`src/rtl/dmf_pkg.sv`:
```
package dmf_pkg;
  typedef enum logic [1:0] {
    RESP_DONE    = 2'd0,
    RESP_TIMEOUT = 2'd1,
    RESP_MABORT  = 2'd2,
    RESP_DONE_X  = 2'd3
  } resp_e;

  typedef enum logic [1:0] {
    SEQ_IDLE  = 2'd0,
    SEQ_ISSUE = 2'd1,
    SEQ_WAIT  = 2'd2
  } seq_st_e;

  localparam int unsigned WAM_OFFSET  = 15;
  localparam int unsigned SMI_EN_BIT  = 4;
  localparam int unsigned TABORT_BIT  = 11;
endpackage

```
`src/rtl/dmf_cmd_decode.sv`:
```
module dmf_cmd_decode #(
  parameter int unsigned HOST_AW  = 16,
  parameter int unsigned DMA_LO   = 'h00C0,
  parameter int unsigned DMA_HI   = 'h00DF,
  parameter int unsigned CLR_ADDR = 'h00DC
) (
  input  logic               host_req,
  input  logic               host_we,
  input  logic [HOST_AW-1:0] host_addr,
  input  logic               busy,
  output logic               cmd_fire,
  output logic               host_retry
);
  localparam logic [HOST_AW-1:0] LO_A  = DMA_LO[HOST_AW-1:0];
  localparam logic [HOST_AW-1:0] HI_A  = DMA_HI[HOST_AW-1:0];
  localparam logic [HOST_AW-1:0] CLR_A = CLR_ADDR[HOST_AW-1:0];

  logic in_window;
  logic is_clear;

  always_comb begin
    in_window  = (host_addr >= LO_A) && (host_addr <= HI_A);
    is_clear   = host_req && host_we && (host_addr == CLR_A);
    host_retry = host_req && in_window && busy;
    cmd_fire   = is_clear && !busy;
  end
endmodule

```
`src/rtl/dmf_addr_gen.sv`:
```
module dmf_addr_gen
  import dmf_pkg::*;
#(
  parameter int unsigned NCH   = 4,
  parameter int unsigned DS_AW = 32,
  parameter int unsigned IW    = 2
) (
  input  logic [NCH*DS_AW-1:0] ch_base,
  input  logic [NCH-1:0]       pend,
  output logic [IW-1:0]        sel_idx,
  output logic [DS_AW-1:0]     sel_addr
);
  logic [DS_AW-1:0] wam_addr [NCH];

  for (genvar g = 0; g < NCH; g++) begin : g_chan
    assign wam_addr[g] = ch_base[g*DS_AW +: DS_AW]
                       + DS_AW'(g) + DS_AW'(WAM_OFFSET);
  end

  always_comb begin
    sel_idx = '0;
    for (int i = NCH - 1; i >= 0; i--) begin
      if (pend[i]) sel_idx = IW'(i);
    end
    sel_addr = wam_addr[sel_idx];
  end
endmodule

```
`src/rtl/dmf_seq.sv`:
```
module dmf_seq
  import dmf_pkg::*;
#(
  parameter int unsigned NCH = 4,
  parameter int unsigned IW  = 2
) (
  input  logic           clk,
  input  logic           rst_n,
  input  logic           cmd_fire,
  input  logic [NCH-1:0] ch_valid,
  input  logic [IW-1:0]  sel_idx,
  input  logic           ds_ready,
  input  logic           ds_resp_valid,
  output logic [NCH-1:0] pend,
  output logic           busy,
  output logic           ds_valid,
  output logic           resp_take
);
  seq_st_e        state_q;
  logic [NCH-1:0] pend_q;
  logic [IW-1:0]  cur_q;
  logic [NCH-1:0] rest;

  always_comb begin
    rest      = pend_q & ~(NCH'(1) << cur_q);
    pend      = pend_q;
    busy      = (state_q != SEQ_IDLE);
    ds_valid  = (state_q == SEQ_ISSUE);
    resp_take = (state_q == SEQ_WAIT) && ds_resp_valid;
  end

  always_ff @(posedge clk) begin
    if (!rst_n) begin
      state_q <= SEQ_IDLE;
      pend_q  <= '0;
      cur_q   <= '0;
    end else begin
      unique case (state_q)
        SEQ_IDLE: begin
          if (cmd_fire && (|ch_valid)) begin
            pend_q  <= ch_valid;
            state_q <= SEQ_ISSUE;
          end
        end
        SEQ_ISSUE: begin
          if (ds_ready) begin
            cur_q   <= sel_idx;
            state_q <= SEQ_WAIT;
          end
        end
        SEQ_WAIT: begin
          if (ds_resp_valid) begin
            pend_q  <= rest;
            state_q <= (|rest) ? SEQ_ISSUE : SEQ_IDLE;
          end
        end
        default: state_q <= SEQ_IDLE;
      endcase
    end
  end

  p_busy_from_cmd_r7: assert property (@(posedge clk) disable iff (!rst_n)
    $rose(busy) |-> $past(cmd_fire));

  p_stall_hold_r6: assert property (@(posedge clk) disable iff (!rst_n)
    (ds_valid && !ds_ready) |=> (ds_valid && (sel_idx == $past(sel_idx))));

  p_one_per_resp_r5: assert property (@(posedge clk) disable iff (!rst_n)
    resp_take |=> ($countones(pend) + 1 == $countones($past(pend))));
endmodule

```
`src/rtl/dmf_err.sv`:
```
module dmf_err
  import dmf_pkg::*;
(
  input  logic       clk,
  input  logic       rst_n,
  input  logic       resp_take,
  input  logic [1:0] resp_code,
  input  logic       smi_en,
  input  logic       sts_wr,
  input  logic       sts_clr,
  output logic       tabort,
  output logic       smi_pulse
);
  logic is_timeout;
  logic is_mabort;

  always_comb begin
    is_timeout = resp_take && (resp_e'(resp_code) == RESP_TIMEOUT);
    is_mabort  = resp_take && (resp_e'(resp_code) == RESP_MABORT);
  end

  always_ff @(posedge clk) begin
    if (!rst_n) begin
      tabort    <= 1'b0;
      smi_pulse <= 1'b0;
    end else begin
      if (is_timeout)               tabort <= 1'b1;
      else if (sts_wr && sts_clr)   tabort <= 1'b0;
      smi_pulse <= is_mabort && smi_en;
    end
  end

  p_tabort_sticky_r9: assert property (@(posedge clk) disable iff (!rst_n)
    (tabort && !(sts_wr && sts_clr)) |=> tabort);

  p_smi_single_r11: assert property (@(posedge clk) disable iff (!rst_n)
    smi_pulse |=> !smi_pulse);

  p_smi_gated_r11: assert property (@(posedge clk) disable iff (!rst_n)
    smi_pulse |-> $past(smi_en));
endmodule

```
`src/rtl/dma_mask_fanout.sv`:
```
module dma_mask_fanout
  import dmf_pkg::*;
#(
  parameter int unsigned NCH      = 4,
  parameter int unsigned HOST_AW  = 16,
  parameter int unsigned DS_AW    = 32,
  parameter int unsigned DS_DW    = 8,
  parameter int unsigned DMA_LO   = 'h00C0,
  parameter int unsigned DMA_HI   = 'h00DF,
  parameter int unsigned CLR_ADDR = 'h00DC
) (
  input  logic                 clk,
  input  logic                 rst_n,
  input  logic                 host_req,
  input  logic                 host_we,
  input  logic [HOST_AW-1:0]   host_addr,
  input  logic [7:0]           host_wdata,
  output logic                 host_retry,
  input  logic [NCH-1:0]       ch_valid,
  input  logic [NCH*DS_AW-1:0] ch_base,
  output logic                 ds_valid,
  input  logic                 ds_ready,
  output logic [DS_AW-1:0]     ds_addr,
  output logic [DS_DW-1:0]     ds_data,
  input  logic                 ds_resp_valid,
  input  logic [1:0]           ds_resp,
  input  logic [7:0]           glbl_en,
  input  logic                 sts_wr,
  input  logic [15:0]          sts_wdata,
  output logic                 sts_tabort,
  output logic                 smi_pulse,
  output logic                 busy
);
  localparam int unsigned IW = (NCH > 1) ? $clog2(NCH) : 1;

  logic           cmd_fire;
  logic [NCH-1:0] pend;
  logic [IW-1:0]  sel_idx;
  logic           resp_take;
  logic           data_unused;

  assign data_unused = ^{host_wdata, sts_wdata, glbl_en};
  assign ds_data     = '0;

  dmf_cmd_decode #(
    .HOST_AW (HOST_AW),
    .DMA_LO  (DMA_LO),
    .DMA_HI  (DMA_HI),
    .CLR_ADDR(CLR_ADDR)
  ) i_decode (
    .host_req  (host_req),
    .host_we   (host_we),
    .host_addr (host_addr),
    .busy      (busy),
    .cmd_fire  (cmd_fire),
    .host_retry(host_retry)
  );

  dmf_addr_gen #(
    .NCH  (NCH),
    .DS_AW(DS_AW),
    .IW   (IW)
  ) i_addr (
    .ch_base (ch_base),
    .pend    (pend),
    .sel_idx (sel_idx),
    .sel_addr(ds_addr)
  );

  dmf_seq #(
    .NCH(NCH),
    .IW (IW)
  ) i_seq (
    .clk          (clk),
    .rst_n        (rst_n),
    .cmd_fire     (cmd_fire),
    .ch_valid     (ch_valid),
    .sel_idx      (sel_idx),
    .ds_ready     (ds_ready),
    .ds_resp_valid(ds_resp_valid),
    .pend         (pend),
    .busy         (busy),
    .ds_valid     (ds_valid),
    .resp_take    (resp_take)
  );

  dmf_err i_err (
    .clk      (clk),
    .rst_n    (rst_n),
    .resp_take(resp_take),
    .resp_code(ds_resp),
    .smi_en   (glbl_en[SMI_EN_BIT]),
    .sts_wr   (sts_wr),
    .sts_clr  (sts_wdata[TABORT_BIT]),
    .tabort   (sts_tabort),
    .smi_pulse(smi_pulse)
  );

  p_retry_only_busy_r8: assert property (@(posedge clk) disable iff (!rst_n)
    host_retry |-> busy);

  p_data_zero_r4: assert property (@(posedge clk) disable iff (!rst_n)
    ds_valid |-> (ds_data == '0));
endmodule

```
`config.mk`:
```
export PLATFORM = sky130hd
export DESIGN_NAME = dma_mask_fanout
export DESIGN_NICKNAME = d
export VERILOG_FILES = /design/src/rtl/dmf_pkg.sv /design/src/rtl/dmf_cmd_decode.sv /design/src/rtl/dmf_addr_gen.sv /design/src/rtl/dmf_seq.sv /design/src/rtl/dmf_err.sv /design/src/rtl/dma_mask_fanout.sv
export SDC_FILE = /design/constraint.sdc
export NUM_CORES = 1
export LEC_CHECK = 0
export BUFFER_PORTS_ARGS = -buffer_cell sky130_fd_sc_hd__buf_2
export CAP_MARGIN = 20
export CORE_UTILIZATION = 30
export DETAILED_ROUTE_END_ITERATION = 16
export REMOVE_ABC_BUFFERS = 1
export SLEW_MARGIN = 20
export SYNTH_ARGS = -nofsm -noshare
export SYNTH_HDL_FRONTEND = slang
export SYNTH_HIERARCHICAL = 1
export SYNTH_SLANG_ARGS = --single-unit
export TNS_END_PERCENT = 100
```
`constraint.sdc`:
```
create_clock -name clk -period 6.9 [get_ports clk]
set_input_delay 1.38 -clock clk [delete_from_list [all_inputs] [get_ports clk]]
set_output_delay 1.38 -clock clk [all_outputs]
set_load 0.02 [all_outputs]
```
* Word-level counts from Yosys, hierarchy flattened
Index checks and enable logic that the tools add are counted.
** Word-level totals
- Register bits :: 10
- Input bits :: 189
- Output and inout port bits :: 45
- Logic and storage cells :: 66
** Cells by class
- Add/subtract/negate cells :: 7
- $lt $le $gt $ge :: 3
- Equal/unequal tests :: 8
- Shift-type cells :: 1
- Muxes and demuxes :: 17
- Bitwise logic cells :: 3
- Reductions and logical operators :: 22
** Operator list (count)
- $add A32 B4 Y32 const B :: 4
- $add A32 B2 Y32 const B :: 2
- $bmux W32 S2 :: 1
- $mux W32 :: 2
- $add A32 B1 Y32 const B :: 1
- $eq A16 B8 Y1 const B :: 1
- $ge A16 B8 Y1 const B :: 1
- $le A16 B8 Y1 const B :: 1
- $mux W2 :: 7
- $logic_and A1 B1 Y1 :: 12
- $mux W4 :: 2
- $pmux W4 S2 :: 1
- $reduce_or A4 Y1 :: 2
- $pmux W2 S3 :: 1
- $reduce_and A3 Y1 :: 2
- $reduce_bool A2 Y1 :: 3
- $and A4 B4 Y4 :: 1
- $eq A2 B1 Y1 const B :: 2
- $eq A2 B2 Y1 const B :: 2
- $ne A2 B1 Y1 const B :: 2
- $not A4 Y4 :: 1
- $shl A1 B2 Y4 const A :: 1
- $ge A3 B3 Y1 const B :: 1
- $mux W1 :: 3
- 5 further kinds :: 5

* Logic depth before layout (Yosys ltp)
- Word-level depth :: 8
- Mapped depth :: 8
- Mapped depth without buffers :: 8

* Cells and area by module
Netlist, hierarchy kept.
** Modules (own cells, without submodules)
- dmf_addr_gen :: instances 1, cells each 466, area an instance 3106.7 um^2, seq. area each 0.0 um^2
- dmf_seq :: instances 1, cells each 47, area an instance 429.2 um^2, seq. area each 160.2 um^2
- dmf_cmd_decode :: instances 1, cells each 10, area an instance 77.6 um^2, seq. area each 0.0 um^2
- dmf_err :: instances 1, cells each 8, area an instance 77.6 um^2, seq. area each 40.0 um^2
- dma_mask_fanout :: instances 1, cells each 9, area an instance 63.8 um^2, seq. area each 0.0 um^2

* Least setup slack after synthesis
No wires, ideal clock.
- Kind :: in2out
- Start point :: in ch_base[0]
- End point :: out ds_addr[16]
- Arrival time :: 3002 ps
- Required time :: 5520 ps
- Slack :: 2518 ps
- Stages on the path :: 8
- Buffers on the path :: 0
- Cells stage by stage :: inv_1 ha_1 nor3b_2 nor4_4 nand2_1 xnor2_1 a21oi_1 o21ai_0
** On the way
- Word-level cells in the longest chain between the ends :: 4
** RTL lines
- start, declared :: line dma_mask_fanout.sv:20 : input logic [NCH*DS_AW-1:0] ch_base,
- $add A32 B4 Y32 :: line dmf_addr_gen.sv:17 : + DS_AW'(g) + DS_AW'(WAM_OFFSET);
- $bmux W32 S2 :: line dmf_addr_gen.sv:25 : sel_addr = wam_addr[sel_idx];
- $mux W32 (not written as such) (2 in series) :: line dmf_addr_gen.sv:25
- end, declared :: line dma_mask_fanout.sv:23 : output logic [DS_AW-1:0] ds_addr,
No other way between the ends. The select of a mux whose other input is x is not followed.

* Worst setup path after layout
- Start point :: in ch_base[64]
- End point :: out ds_addr[30]
** On the way
- Word-level cells in the longest chain between the ends :: 5
** RTL lines (line)
- $add A32 B2 Y32 :: dmf_addr_gen.sv:17
- $add A32 B4 Y32 :: dmf_addr_gen.sv:17
- $bmux W32 S2 :: dmf_addr_gen.sv:25
- $mux W32 (not written as such) (2 in series) :: dmf_addr_gen.sv:25
No other way between the ends. The select of a mux whose other input is x is not followed.

==> results.sh <==
export IMPL_cts_resized=0
export IMPL_fmaxAchievable_ghz=0.2040
export IMPL_remaining_drc_errors=0
export IMPL_cts_tree="built"
export IMPL_worstPathArrival_ns=3.52
export IMPL_final_max_slew_viol_count=0
export IMPL_ys_types=70
export IMPL_synth_edf_count=0
export IMPL_rr_worst_depth=6
export IMPL_setup_viol=0
export IMPL_cts_max_path_buffers=2
export IMPL_gr_total_overflow=0
export IMPL_hold_start="i_err/tabort$_SDFFE_PN0P_"
export IMPL_required_ns=5.52
export IMPL_vias=4856
export IMPL_rsz0062_at_grt="false"
export IMPL_first_pass_iters=5
export IMPL_rows=40
export IMPL_dieArea_mm2=0.01297
export IMPL_crit_top_cell="buf_2"
export IMPL_final_setup_skew_ns=0.003146
export IMPL_grt_use_total_pct=22.42
export IMPL_clock_sinks=10
export IMPL_antenna_found_initial=1
export IMPL_worst_pin_slew_ns=0.7851
export IMPL_cpMaxStageDelayCell="nor4b_4"
export IMPL_setup_tns_ns=0
export IMPL_drive_gt1_share_pct=32.14
export IMPL_period_share_pct=71.03
export IMPL_reg2reg_to="i_seq/cur_q[0]$_SDFFE_PN0P_"
export IMPL_hpwl_um=12890
export IMPL_maxCapViolations=0
export IMPL_clk_latency_ns=0.24
export IMPL_initial_core_util_pct=31.00
export IMPL_yosysTopAreaCellShare_pct=17.49
export IMPL_worst_setup_path_end_kind="output pin"
export IMPL_holdCritPathClass="flop to flop"
export IMPL_synth_top_area_cell="xnor2_1"
export IMPL_io_buffers=195
export IMPL_yosys_warnings=6
export IMPL_hold_viol=0
export IMPL_cp_startpoint="ch_base[64]"
export IMPL_netlist_area_mm2=0.003755
export IMPL_r2r_slack_ns=4.86
export IMPL_critical_path_peak_fanout=10
export IMPL_grt_max_degree=33
export IMPL_drtIter0Drc=260
export IMPL_ant_nets=0
export IMPL_grt_pass1_vias=4647
export IMPL_p_leak_uw=0.001960
export IMPL_yosysMostFrequentCell="xnor2_1"
export IMPL_pin_count=234
export IMPL_cp_num_buf_inv=2
export IMPL_path_cells="buf_2 -> ha_1 -> a31oi_1 -> nor4b_4 -> nand4b_1 -> xnor2_1 -> o22ai_1 -> a211oi_2 -> buf_2"
export IMPL_core_mm2=0.01211
export IMPL_hold_depth=1
export IMPL_clk_pin_slew_ns=0.04
export IMPL_r2r_start="i_seq/pend[2]$_SDFFE_PN0P_"
export IMPL_wl_per_cell_um=16.81
export IMPL_final_min_clock_period_ns=4.901
export IMPL_die_h_um=113.9
export IMPL_netlist_top_cells_area="xnor2_1, xor2_1, nand3_1, nand2_1, nand4_1"
export IMPL_diodes=0
export IMPL_cts_made_buffers=3
export IMPL_status="complete, no violations"
export IMPL_cts_htree_levels=1
export IMPL_avgSynthCellArea_um2=6.953
export IMPL_synth_seq_cells=10
export IMPL_place_gp_congestion=0.8564
export IMPL_die_w_um=113.9
export IMPL_power_density_mw_per_mm2=75.39
export IMPL_ys_async_sr_fraction_pct=0
export IMPL_cts_root_buffer_cell="clkbuf_16"
export IMPL_max_stage_delay_ns=0.66
export IMPL_fin_nets=919
export IMPL_grt_pass1_wl_um=23100
export IMPL_ys_flop_type="dfxtp_1"
export IMPL_viasPerCell=5.438
export IMPL_crit_type="input pin to output pin"
export IMPL_worst_path_dominant_cell_family="simple AND/OR/NAND/NOR gates"
export IMPL_seq_area_frac_synth_pct=5.332
export IMPL_synth_cells=540
export IMPL_holdPathEnd="i_err/tabort$_SDFFE_PN0P_"
export IMPL_syn_to_final_growth_pct=31.76
export IMPL_post_cts_setup_buffers=0
export IMPL_whs_ns=0.4837
export IMPL_startpoint_type="input pin"
export IMPL_slew_limit_headroom_pct=47.60
export IMPL_synth_commonest_cells="xnor2_1, nand2_1, nand3_1, nor2_1, xor2_1"
export IMPL_vdd_ir_drop_worst_uv=73.46
export IMPL_wirelength_um=15010
export IMPL_holdBufCountCts=0
## cell usage in the layout (no fill, tap or decap), types with 6 or more instances in the layout
cell      count
xor2_1       34
and4_1        7
dfxtp_1      10
o21ai_0      16
nor4_2        7
o211ai_1     12
nand3_1      55
inv_1        14
nand2_1      57
buf_2       195
o22ai_1      17
xnor2_1      75
nor3_1       11
nor2_1       44
nand4_1      33
nor4_1        6
and3_1       13
conb_1        8
a21oi_1      15
## state kept, by name, indices dropped and copies added, names as in the netlist
name             cells
i_err/smi_pulse      1
i_seq/pend           4
i_err/tabort         1
i_seq/cur_q          2
i_seq/state_q        2
## per-layer routing
layer | track usage (%) | up-vias | wire length [µm]
met5 | 0 | - | 13
li1 | - | 2374 | -
met4 | 4.416 | 2 | 210
met1 | 27.32 | 2248 | 6212
met2 | 40.98 | 214 | 7342
met3 | 4.145 | 18 | 1230
## report_power, final
part / switching [µW] / internal (µW)
Clock: 26.4 / 87.1
Sequential: 0.000227 / 58.0
Combinational: 116 / 85.2
Total: 143 / 230
## worst max-delay path by stage
stage / endpoint / slack [ns] / cells after the start
finish: ds_addr[30] / 2.00 / 9
floorplan: ds_addr[16] / 2.50 / 8
global placement: ds_addr[30] / 2.06 / 9
CTS: ds_addr[30] / 2.01 / 9
detailed placement: ds_addr[30] / 2.01 / 9
global route: ds_addr[18] / 1.87 / 10
## kinds of logic after synthesis
family          share of synthesized area, %
simple gates                           42.85
xor+xnor                               25.42
compound gates                         18.59
buf+inv                                4.898
flops                                  5.332
fa+ha+maj                              1.333
mux                                    1.466
other cells                          0.09987
## final cells by class
type	count	area, µm²
inverters	15	56.30
fillers	1337	7164
multi-input cells	499	3401
clock buffers	4	88.84
well taps	168	210.2
flip-flops and latches	10	200.2
repair buffers	197	991.0
## metrics by stage
step                      total power (µW)  util [%]  setup slack [ns]  cell area [µm²]  std cells
final                                373.0     40.85             1.999             4947        893
after global routing                 396.3     40.85             1.868             4947        893
after CTS                            375.8     40.85             2.008             4947        893
after detailed placement             259.4     40.11             2.012             4858        889
after global placement               257.0     40.11             2.062             4858        889
after floorplan                      153.9         -             2.500             3654        524
Power figures use the tool's default switching activity.
